[src/rtl/rewind_fifo_pkg.sv]
// Package: types shared by the rewindable FIFO.
// Assumes: nothing beyond IEEE 1800-2017.
package rewind_fifo_pkg;

    // Per-cycle decision derived from the strobes and the current flags
    typedef struct packed {
        logic wr_ok;   // write accepted this cycle
        logic rd_ok;   // read accepted this cycle
        logic rewind;  // read pointer returns to zero this cycle
        logic bad;     // some strobe was refused this cycle
    } fifo_ctl_t;

endpackage

[src/rtl/rf_arbiter.sv]
// Module: decides which strobes are accepted in the current cycle.
// Assumes: flags come from registered state; rewind beats both strobes.
module rf_arbiter
    import rewind_fifo_pkg::*;
(
    input  logic      wr_en,
    input  logic      rd_en,
    input  logic      rt_n,
    input  logic      full,
    input  logic      empty,
    output fifo_ctl_t ctl
);

    // Accept a strobe only outside a rewind and only while its flag allows it
    always_comb begin
        ctl.rewind = !rt_n;
        ctl.wr_ok  = rt_n && wr_en && !full;
        ctl.rd_ok  = rt_n && rd_en && !empty;
        ctl.bad    = (wr_en && !ctl.wr_ok) || (rd_en && !ctl.rd_ok);
    end

endmodule

[src/rtl/rf_pointers.sv]
// Module: ring pointers, wrap marker and occupancy counter.
// Assumes: DEPTH is a power of two; synchronous active-low reset.
module rf_pointers
    import rewind_fifo_pkg::*;
#(
    parameter int DEPTH = 512,
    localparam int PTR_W = $clog2(DEPTH),
    localparam int CNT_W = PTR_W + 1
) (
    input  logic             clk,
    input  logic             rst_n,
    input  fifo_ctl_t        ctl,
    output logic [PTR_W-1:0] wr_ptr,
    output logic [PTR_W-1:0] rd_ptr,
    output logic [CNT_W-1:0] count
);

    logic wrapped;

    // Advance the write side and remember that it passed the last location
    always_ff @(posedge clk) begin
        if (!rst_n) begin
            wr_ptr  <= '0;
            wrapped <= 1'b0;
        end else if (ctl.wr_ok) begin
            wr_ptr <= wr_ptr + PTR_W'(1);
            if (wr_ptr == PTR_W'(DEPTH - 1)) begin
                wrapped <= 1'b1;
            end
        end
    end

    // Move the read side and keep the occupancy; a rewind rebuilds it
    always_ff @(posedge clk) begin
        if (!rst_n) begin
            rd_ptr <= '0;
            count  <= '0;
        end else if (ctl.rewind) begin
            rd_ptr <= '0;
            count  <= wrapped ? CNT_W'(DEPTH) : {1'b0, wr_ptr};
        end else begin
            if (ctl.rd_ok) begin
                rd_ptr <= rd_ptr + PTR_W'(1);
            end
            count <= count + CNT_W'(ctl.wr_ok) - CNT_W'(ctl.rd_ok);
        end
    end

endmodule

[src/rtl/rf_store.sv]
// Module: word storage with a registered read port and valid pulse.
// Assumes: write and read never hit the same word in one cycle (read refused when empty).
module rf_store
    import rewind_fifo_pkg::*;
#(
    parameter int DATA_W = 9,
    parameter int DEPTH  = 512,
    localparam int PTR_W = $clog2(DEPTH)
) (
    input  logic              clk,
    input  logic              rst_n,
    input  fifo_ctl_t         ctl,
    input  logic [PTR_W-1:0]  wr_ptr,
    input  logic [PTR_W-1:0]  rd_ptr,
    input  logic [DATA_W-1:0] wr_data,
    output logic [DATA_W-1:0] rd_data,
    output logic              rd_valid
);

    logic [DATA_W-1:0] mem [DEPTH];

    // Store an accepted word at the write pointer
    always_ff @(posedge clk) begin
        if (ctl.wr_ok) begin
            mem[wr_ptr] <= wr_data;
        end
    end

    // Register the word at the read pointer and flag it for one cycle
    always_ff @(posedge clk) begin
        if (!rst_n) begin
            rd_data  <= '0;
            rd_valid <= 1'b0;
        end else begin
            rd_valid <= ctl.rd_ok;
            if (ctl.rd_ok) begin
                rd_data <= mem[rd_ptr];
            end
        end
    end

endmodule

[src/rtl/rf_flags.sv]
// Module: decodes the three status flags from the occupancy counter.
// Assumes: count never exceeds DEPTH.
module rf_flags #(
    parameter int DEPTH = 512,
    localparam int CNT_W = $clog2(DEPTH) + 1,
    localparam int HALF  = DEPTH / 2
) (
    input  logic [CNT_W-1:0] count,
    output logic             full,
    output logic             empty,
    output logic             half_full
);

    // Compare the occupancy with its three thresholds
    always_comb begin
        empty     = (count == '0);
        full      = (count == CNT_W'(DEPTH));
        half_full = (count > CNT_W'(HALF));
    end

endmodule

[src/rtl/rewind_fifo.sv]
// Module: single-clock FIFO with a read-pointer rewind and half-full flag.
// Assumes: DEPTH is a power of two; strobes are one word per cycle on clk.
module rewind_fifo
    import rewind_fifo_pkg::*;
#(
    parameter int DATA_W = 9,
    parameter int DEPTH  = 512,
    localparam int PTR_W = $clog2(DEPTH),
    localparam int CNT_W = PTR_W + 1
) (
    input  logic              clk,
    input  logic              rst_n,
    input  logic              wr_en,
    input  logic [DATA_W-1:0] wr_data,
    input  logic              rd_en,
    input  logic              rt_n,
    output logic [DATA_W-1:0] rd_data,
    output logic              rd_valid,
    output logic              full,
    output logic              empty,
    output logic              half_full,
    output logic              err
);

    fifo_ctl_t        ctl;
    logic [PTR_W-1:0] wr_ptr;
    logic [PTR_W-1:0] rd_ptr;
    logic [CNT_W-1:0] count;

    rf_arbiter u_arb (
        .wr_en (wr_en),
        .rd_en (rd_en),
        .rt_n  (rt_n),
        .full  (full),
        .empty (empty),
        .ctl   (ctl)
    );

    rf_pointers #(.DEPTH(DEPTH)) u_ptr (
        .clk    (clk),
        .rst_n  (rst_n),
        .ctl    (ctl),
        .wr_ptr (wr_ptr),
        .rd_ptr (rd_ptr),
        .count  (count)
    );

    rf_store #(.DATA_W(DATA_W), .DEPTH(DEPTH)) u_mem (
        .clk      (clk),
        .rst_n    (rst_n),
        .ctl      (ctl),
        .wr_ptr   (wr_ptr),
        .rd_ptr   (rd_ptr),
        .wr_data  (wr_data),
        .rd_data  (rd_data),
        .rd_valid (rd_valid)
    );

    rf_flags #(.DEPTH(DEPTH)) u_flg (
        .count     (count),
        .full      (full),
        .empty     (empty),
        .half_full (half_full)
    );

    // Raise a one-cycle error pulse after any refused strobe
    always_ff @(posedge clk) begin
        if (!rst_n) begin
            err <= 1'b0;
        end else begin
            err <= ctl.bad;
        end
    end

endmodule

[config.mk]
export PLATFORM = sky130hd
export DESIGN_NAME = rewind_fifo
export DESIGN_NICKNAME = d
export VERILOG_FILES = /design/src/rtl/rewind_fifo_pkg.sv /design/src/rtl/rf_arbiter.sv /design/src/rtl/rf_pointers.sv /design/src/rtl/rf_store.sv /design/src/rtl/rf_flags.sv /design/src/rtl/rewind_fifo.sv
export SDC_FILE = /design/constraint.sdc
export NUM_CORES = 2
export LEC_CHECK = 0
export CAP_MARGIN = 20
export CORE_MARGIN = 2
export CORE_UTILIZATION = 40
export CTS_CLUSTER_DIAMETER = 60
export DETAILED_ROUTE_END_ITERATION = 7
export PLACE_DENSITY = 0.56
export SYNTH_ARGS = -nofsm -noshare
export SYNTH_HDL_FRONTEND = slang
export SYNTH_MEMORY_MAX_BITS = 65536
export SYNTH_SLANG_ARGS = --single-unit
[constraint.sdc]
create_clock -name clk -period 11.7 [get_ports clk]
set_input_delay 3.51 -clock clk [delete_from_list [all_inputs] [get_ports clk]]
set_output_delay 3.51 -clock clk [all_outputs]
set_load 0.05 [all_outputs]
# == Word level (Yosys, flattened, before mapping) ==
# Memories as Yosys holds them, arrays and structs flattened. A register that Yosys moved wholly into a read port is not among the register bits.
# Cells that the tools add are included.
# totals
in_bits,14
out_inout_bits,14
elab_cells,33
mem_count,1
ff_bits,31
mem_bits_rw,4608
# memory_table
memory,words,width,rd,rd_ports_with_merged_regs,wr,line,text
u_mem.mem,512,9,1,1,1,rf_store.sv:20,logic [DATA_W-1:0] mem [DEPTH];
# classes
magnitude_cmp,1
n_addsub,4
eq_ne,2
n_reduce_logical,15
n_mux,4
# op_table
operator,n
10-bit two-way mux,2
9-bit by 1-bit adder with 9-bit output (second input constant),2
10-bit by 1-bit adder with 10-bit output,1
10-bit equality test (second input constant),1
10-bit by 9-bit > comparator with 1-bit output (second input constant),1
10-bit zero test,1
10-bit by 1-bit subtractor with 10-bit output,1
9-bit equality test (second input constant),1
1-bit logical AND,6
1-bit zero test,5
2-bit AND reduction,2
1-bit two-way mux,2
1-bit logical OR,1

# == Logic depth before layout (Yosys ltp) ==
# depth
word_depth,6
depth_mapped,20

# == Hierarchy ==
# A second synthesis with hierarchy kept.
# unflattened
cells_unflattened,8503
area_unflattened_um2,181561.6
# modules_own_cells
mod,seq_area_each_um2,cells_per_inst,n_inst,area_per_inst_um2
rf_store,138572.9,8300,1,179827.5
rf_pointers,580.6,188,1,1626.6
rf_flags,0.0,6,1,41.3
rf_arbiter,0.0,7,1,40.0
rewind_fifo,20.0,2,1,26.3

# == Worst setup path before layout ==
# OpenSTA, ideal clock, no wires.
# synth_path
kind,input port to flip-flop
start,input port rt_n
end,register u_ptr.count[8]
cell_stages,16
t_arrival_ns,6.025
t_required_ns,11.612
setup_time_ns,0.088
path_slack_ns,5.587
cell_sequence,nand3_1 -> inv_1 -> clkbuf_1 -> ha_1 -> inv_1 -> ha_1 -> inv_1 -> fa_1 -> nand2b_1 -> a21oi_1 -> o21ai_0 -> a21oi_1 -> o21ai_0 -> a21oi_1 -> nor3_1 -> o31ai_1
# synth_lines
element,line,text
"start, declared",rewind_fifo.sv:16,"input logic rt_n,"
"end signal, assigned",rf_pointers.sv:40,"count <= wrapped ? CNT_W'(DEPTH) : {1'b0, wr_ptr};"
"end signal, assigned",rf_pointers.sv:45,count <= count + CNT_W'(ctl.wr_ok) - CNT_W'(ctl.rd_ok);
"end, declared",rf_pointers.sv:15,output logic [CNT_W-1:0] count

# == Final worst setup path ==
# layout_path
start,input port rt_n
end,register u_ptr.count[8]
# layout_via
elab_chain_cells,5
# layout_rtl
element,line,text
1-bit logical AND (2 in series),rf_arbiter.sv:17,ctl.wr_ok = rt_n && wr_en && !full;
10-bit by 1-bit adder with 10-bit output,rf_pointers.sv:45,
10-bit by 1-bit subtractor with 10-bit output,rf_pointers.sv:45,
10-bit two-way mux *,rf_pointers.sv:38,end else if (ctl.rewind) begin
# Every way passes the cells marked *; elsewhere a longest branch is shown, timed or not.
# A chain may end at the register's enable or synchronous reset.

==> results.md <==
* Post-Synthesis Cells at 8,517
* Setup ws final at 4210 ps
* H-tree depth at 5
* Achievable Freq at 0.133 GHz
* Detailed Place HPWL at 331 mm
* Die Y at 676 µm
* Critical path required time at 12,600 ps
* Final critical-path share of the clock period at 0.640
* RSZ-0062 raised after global routing: no
* Total Wirelength at 552 mm
* Filler cell count at 37,076
* Share of layout cells above drive strength 1 at 0.228
* Sequential share of power at 0.500
* Outcome: completed
* Number of CTS-inserted buffers at 479
* CP peak stage delay at 1080 ps
* Bufs and invs on worst path at 4
* GRT Residual Overflow at 0
* Setup violators final at 0
* Total number of vias at 92,777
* Fin nets at 8,751
* Leak Pwr at 60.8 nW
* Final RePlAce weighted congestion at 0.908
* Syn nets at 8,554
* Post-CTS Setup Bufs at 0
* TritonCTS clock tree: yes
* P_sw at 8.36 mW
* Most used DFF post-synth: edfxtp_1
* CTS resizes at 0
* Longest Clk Path Bufs at 4
* Port Buffer Count at 27
* Synth Area in Compound Gates at 0.0298
* FP Rows at 246
* Multiplexer area fraction after synthesis at 0.156
* Async SR Flop Fraction at 0
* Layout area overhead at 12.8%
* Max-cap violations at 0
* CP max stage cell: clkdlybuf4s50_1
* Combinational Power Share at 0.080
* Full die area at 0.457 mm²
* Int Power at 28.4 mW
* CP endpoint kind: flip-flop
* Antenna violations before repair at 41
* Initial Util at 0.402
* DRT antenna net count at 0
* Sequential share of the synthesized area at 0.770
* Xor and xnor fraction of the mapped netlist area at 0.000824
* Switch share at 0.228
* Slew @ Worst Pin at 1320 ps
* Core Region at 0.449 mm²
* Residual DRC at 0
* Post-synth EDFFs at 4,608
* Syn Std Cell Area at 0.181 mm²
* Skew-Pair Late Insertion Delay at 1020 ps
* CP arrival at 8390 ps
* Maximum vdd drop at 0.135 mV
* Total Routing Usage GR at 0.239
* First-pass GRT wire length at 764 mm
* Fin crit period at 7490 ps
* I/O Pins at 28
* Final Slew Violations at 0
* Post-Route Setup TNS at 0 ps
* Hold Path Class: reg -> reg
* CTS sink cnt at 4,648
* Clk pwr share at 0.420
* FF+latch count, synth at 4,648
* Synth warn at 0
* Drt first pass iters at 6
* Worst Skew at 78.8 ps
* Worst path cell trace: clkdlybuf4s50_1 -> nand3_1 -> inv_1 -> ha_1 -> inv_1 -> ha_1 -> inv_1 -> fa_1 -> nand2b_1 -> a21oi_1 -> o21ai_0 -> a21oi_1 -> o21ai_0 -> a21oi_1 -> nor3_1 -> o31ai_1
* CTS root buf: clkbuf_16
* Simple-gate share of the synthesized area at 0.0237
* Slew margin rel. at 0.119
* Avg Cell Area, Syn at 21.2 µm²
* Worst Setup Start Kind: primary input
* Family with the most delay on the worst path: buffers and inverters
* Post-Synth Adder-Cell Area at 0.00163
* Worst slack, placed at 3300 ps
* Starting DRT DRC Count at 13,934
* WL/cell at 36.6 µm
* Clk pin slew, worst setup/hold paths at 70 ps
* CP Class: in -> reg
* Synth cell types at 78
* Final Hold Fails at 0
* Vias per cell at 6.15
* Chip width at 676 µm
* Hold Buf Count CTS at 0
* Main combinational cell family by area after synthesis: multiplexers
* Max FO, Critical Path at 23
* Total power divided by cell area at 180 mW/mm²
* Vias in the first global route at 90,947
* Largest net degree at the start of global routing at 140
-- tightest hold or removal path, stage by stage, from the launching register on --
cell	delay (ps)
dfxtp_1	320
nand2_1	60
o31ai_1	50
-- final cells by class --
cell class                 count  area [µm²]  area share
antenna                       17        42.5    0.000209
clock buffer                 570       12400      0.0611
clock inverter               323        3490      0.0171
inverter                      28         124    0.000608
multi-input combinational   3311       38700       0.190
sequential                  4648      139000       0.683
tap                         5952        7450      0.0365
timing repair buffer         246        2340      0.0115
-- synthesized netlist by cell type, types with 11 or more instances --
cell / instances / area [µm²]
nor2_1: 602 / 2260
buf_2: 100 / 500
a21oi_1: 181 / 906
o211ai_1: 18 / 135
a31oi_1: 21 / 131
buf_6: 62 / 698
buf_8: 18 / 270
mux4_1: 18 / 473
a211oi_1: 37 / 278
a22oi_1: 121 / 908
mux2_2: 19 / 214
clkbuf_1: 259 / 972
nor3_1: 30 / 150
buf_4: 56 / 420
nand3_1: 64 / 320
inv_1: 25 / 93.8
a22o_1: 14 / 123
nand4_1: 11 / 68.8
nor2b_1: 32 / 200
a221oi_1: 96 / 841
mux2i_1: 366 / 3660
xnor2_1: 12 / 105
and2_1: 20 / 125
o221ai_1: 48 / 420
o22ai_1: 45 / 282
buf_1: 31 / 116
o21ai_0: 111 / 556
mux4_2: 1062 / 23900
nand2_1: 210 / 788
nor3b_1: 11 / 82.6
edfxtp_1: 4608 / 138000
ha_1: 22 / 275
dfxtp_1: 40 / 801
-- power by group through the flow --
stage	registers, mW	clock network (mW)	logic [mW]
floorplan	18.7	0	1.98
global placement	18.7	0	2.95
detailed placement	18.7	0	2.95
CTS	18.4	15.6	2.96
global route	18.4	16.2	3.09
finish	18.4	15.4	2.93
-- through the flow --
| step | total power, mW | area, µm² | hold WS [ps] | std cells | utilization |
|---|---|---|---|---|---|
| after floorplan | 20.7 | 181000 | 536 | 8517 | - |
| after global placement | 21.7 | 188000 | 461 | 14181 | 0.418 |
| after detailed placement | 21.7 | 188000 | 460 | 14184 | 0.418 |
| after CTS | 36.9 | 204000 | 476 | 15077 | 0.453 |
| after global routing | 37.7 | 204000 | 516 | 15079 | 0.453 |
| final | 36.7 | 204000 | 481 | 15095 | 0.454 |
-- kinds of logic (layout without fill, tap and decap cells) --
group	count (synthesis)	in the layout
other	0	17
xor gates and xnor gates	17	17
AOI/OAI and AO/OA	784	784
and+or+nand+nor	1022	1022
muxes	1465	1465
adders and majority gates	23	23
buffers and inverters	558	1167
DFF	4648	4648
-- sequential cells by signal, summed over array words and instances (netlist names) --
register        flops
u_mem.rd_valid      1
u_mem.rd_data       9
u_ptr.count        10
err                 1
u_ptr.wr_ptr        9
u_mem.mem        4608
u_ptr.wrapped       1
u_ptr.rd_ptr        9
-- path summary, 6_finish.rpt --
path,start,end,slack (ps),cells after the start
worst max-delay path,rt_n,u_ptr.count[8]$_SDFF_PN0_,4210,16
worst min-delay path,u_mem.rd_data[2]$_SDFFE_PN0P_,u_mem.rd_data[2]$_SDFFE_PN0P_,480,2
worst max register to register,u_ptr.rd_ptr[0]$_SDFFE_PN0P_,u_mem.rd_data[6]$_SDFFE_PN0P_,6090,10
worst min register to register,u_mem.rd_data[2]$_SDFFE_PN0P_,u_mem.rd_data[2]$_SDFFE_PN0P_,480,2
-- layout by cell type, fill, tap and decap left out, types with 10 or more instances in the layout --
cell type,n
nor3b_1,10
a211oi_1,36
nand3_1,63
edfxtp_1,4608
nor3_1,28
clkbuf_16,484
buf_4,186
and2_1,18
a21oi_1,181
inv_6,17
mux2_2,19
dfxtp_1,32
clkinvlp_4,25
nor2_1,592
xnor2_1,12
ha_1,22
o22ai_1,45
a221oi_1,95
clkdlybuf4s50_1,18
diode_2,17
inv_1,24
o221ai_1,48
o21ai_0,111
clkinv_1,101
mux2i_1,366
clkinv_2,91
a22o_1,14
bufinv_16,55
nor2b_1,24
clkinv_16,13
nand2_1,193
nand4_1,11
mux4_1,18
buf_12,30
clkbuf_1,85
a22oi_1,121
mux4_2,1062
o211ai_1,18
a31oi_1,21
-- metal layers --
metal	part of all wire	GRT usage
met5	0.00031	0
met4	0.039	0.0840
met3	0.10	0.0550
met2	0.45	0.363
met1	0.40	0.340
(Power assumes the default switching activity.)
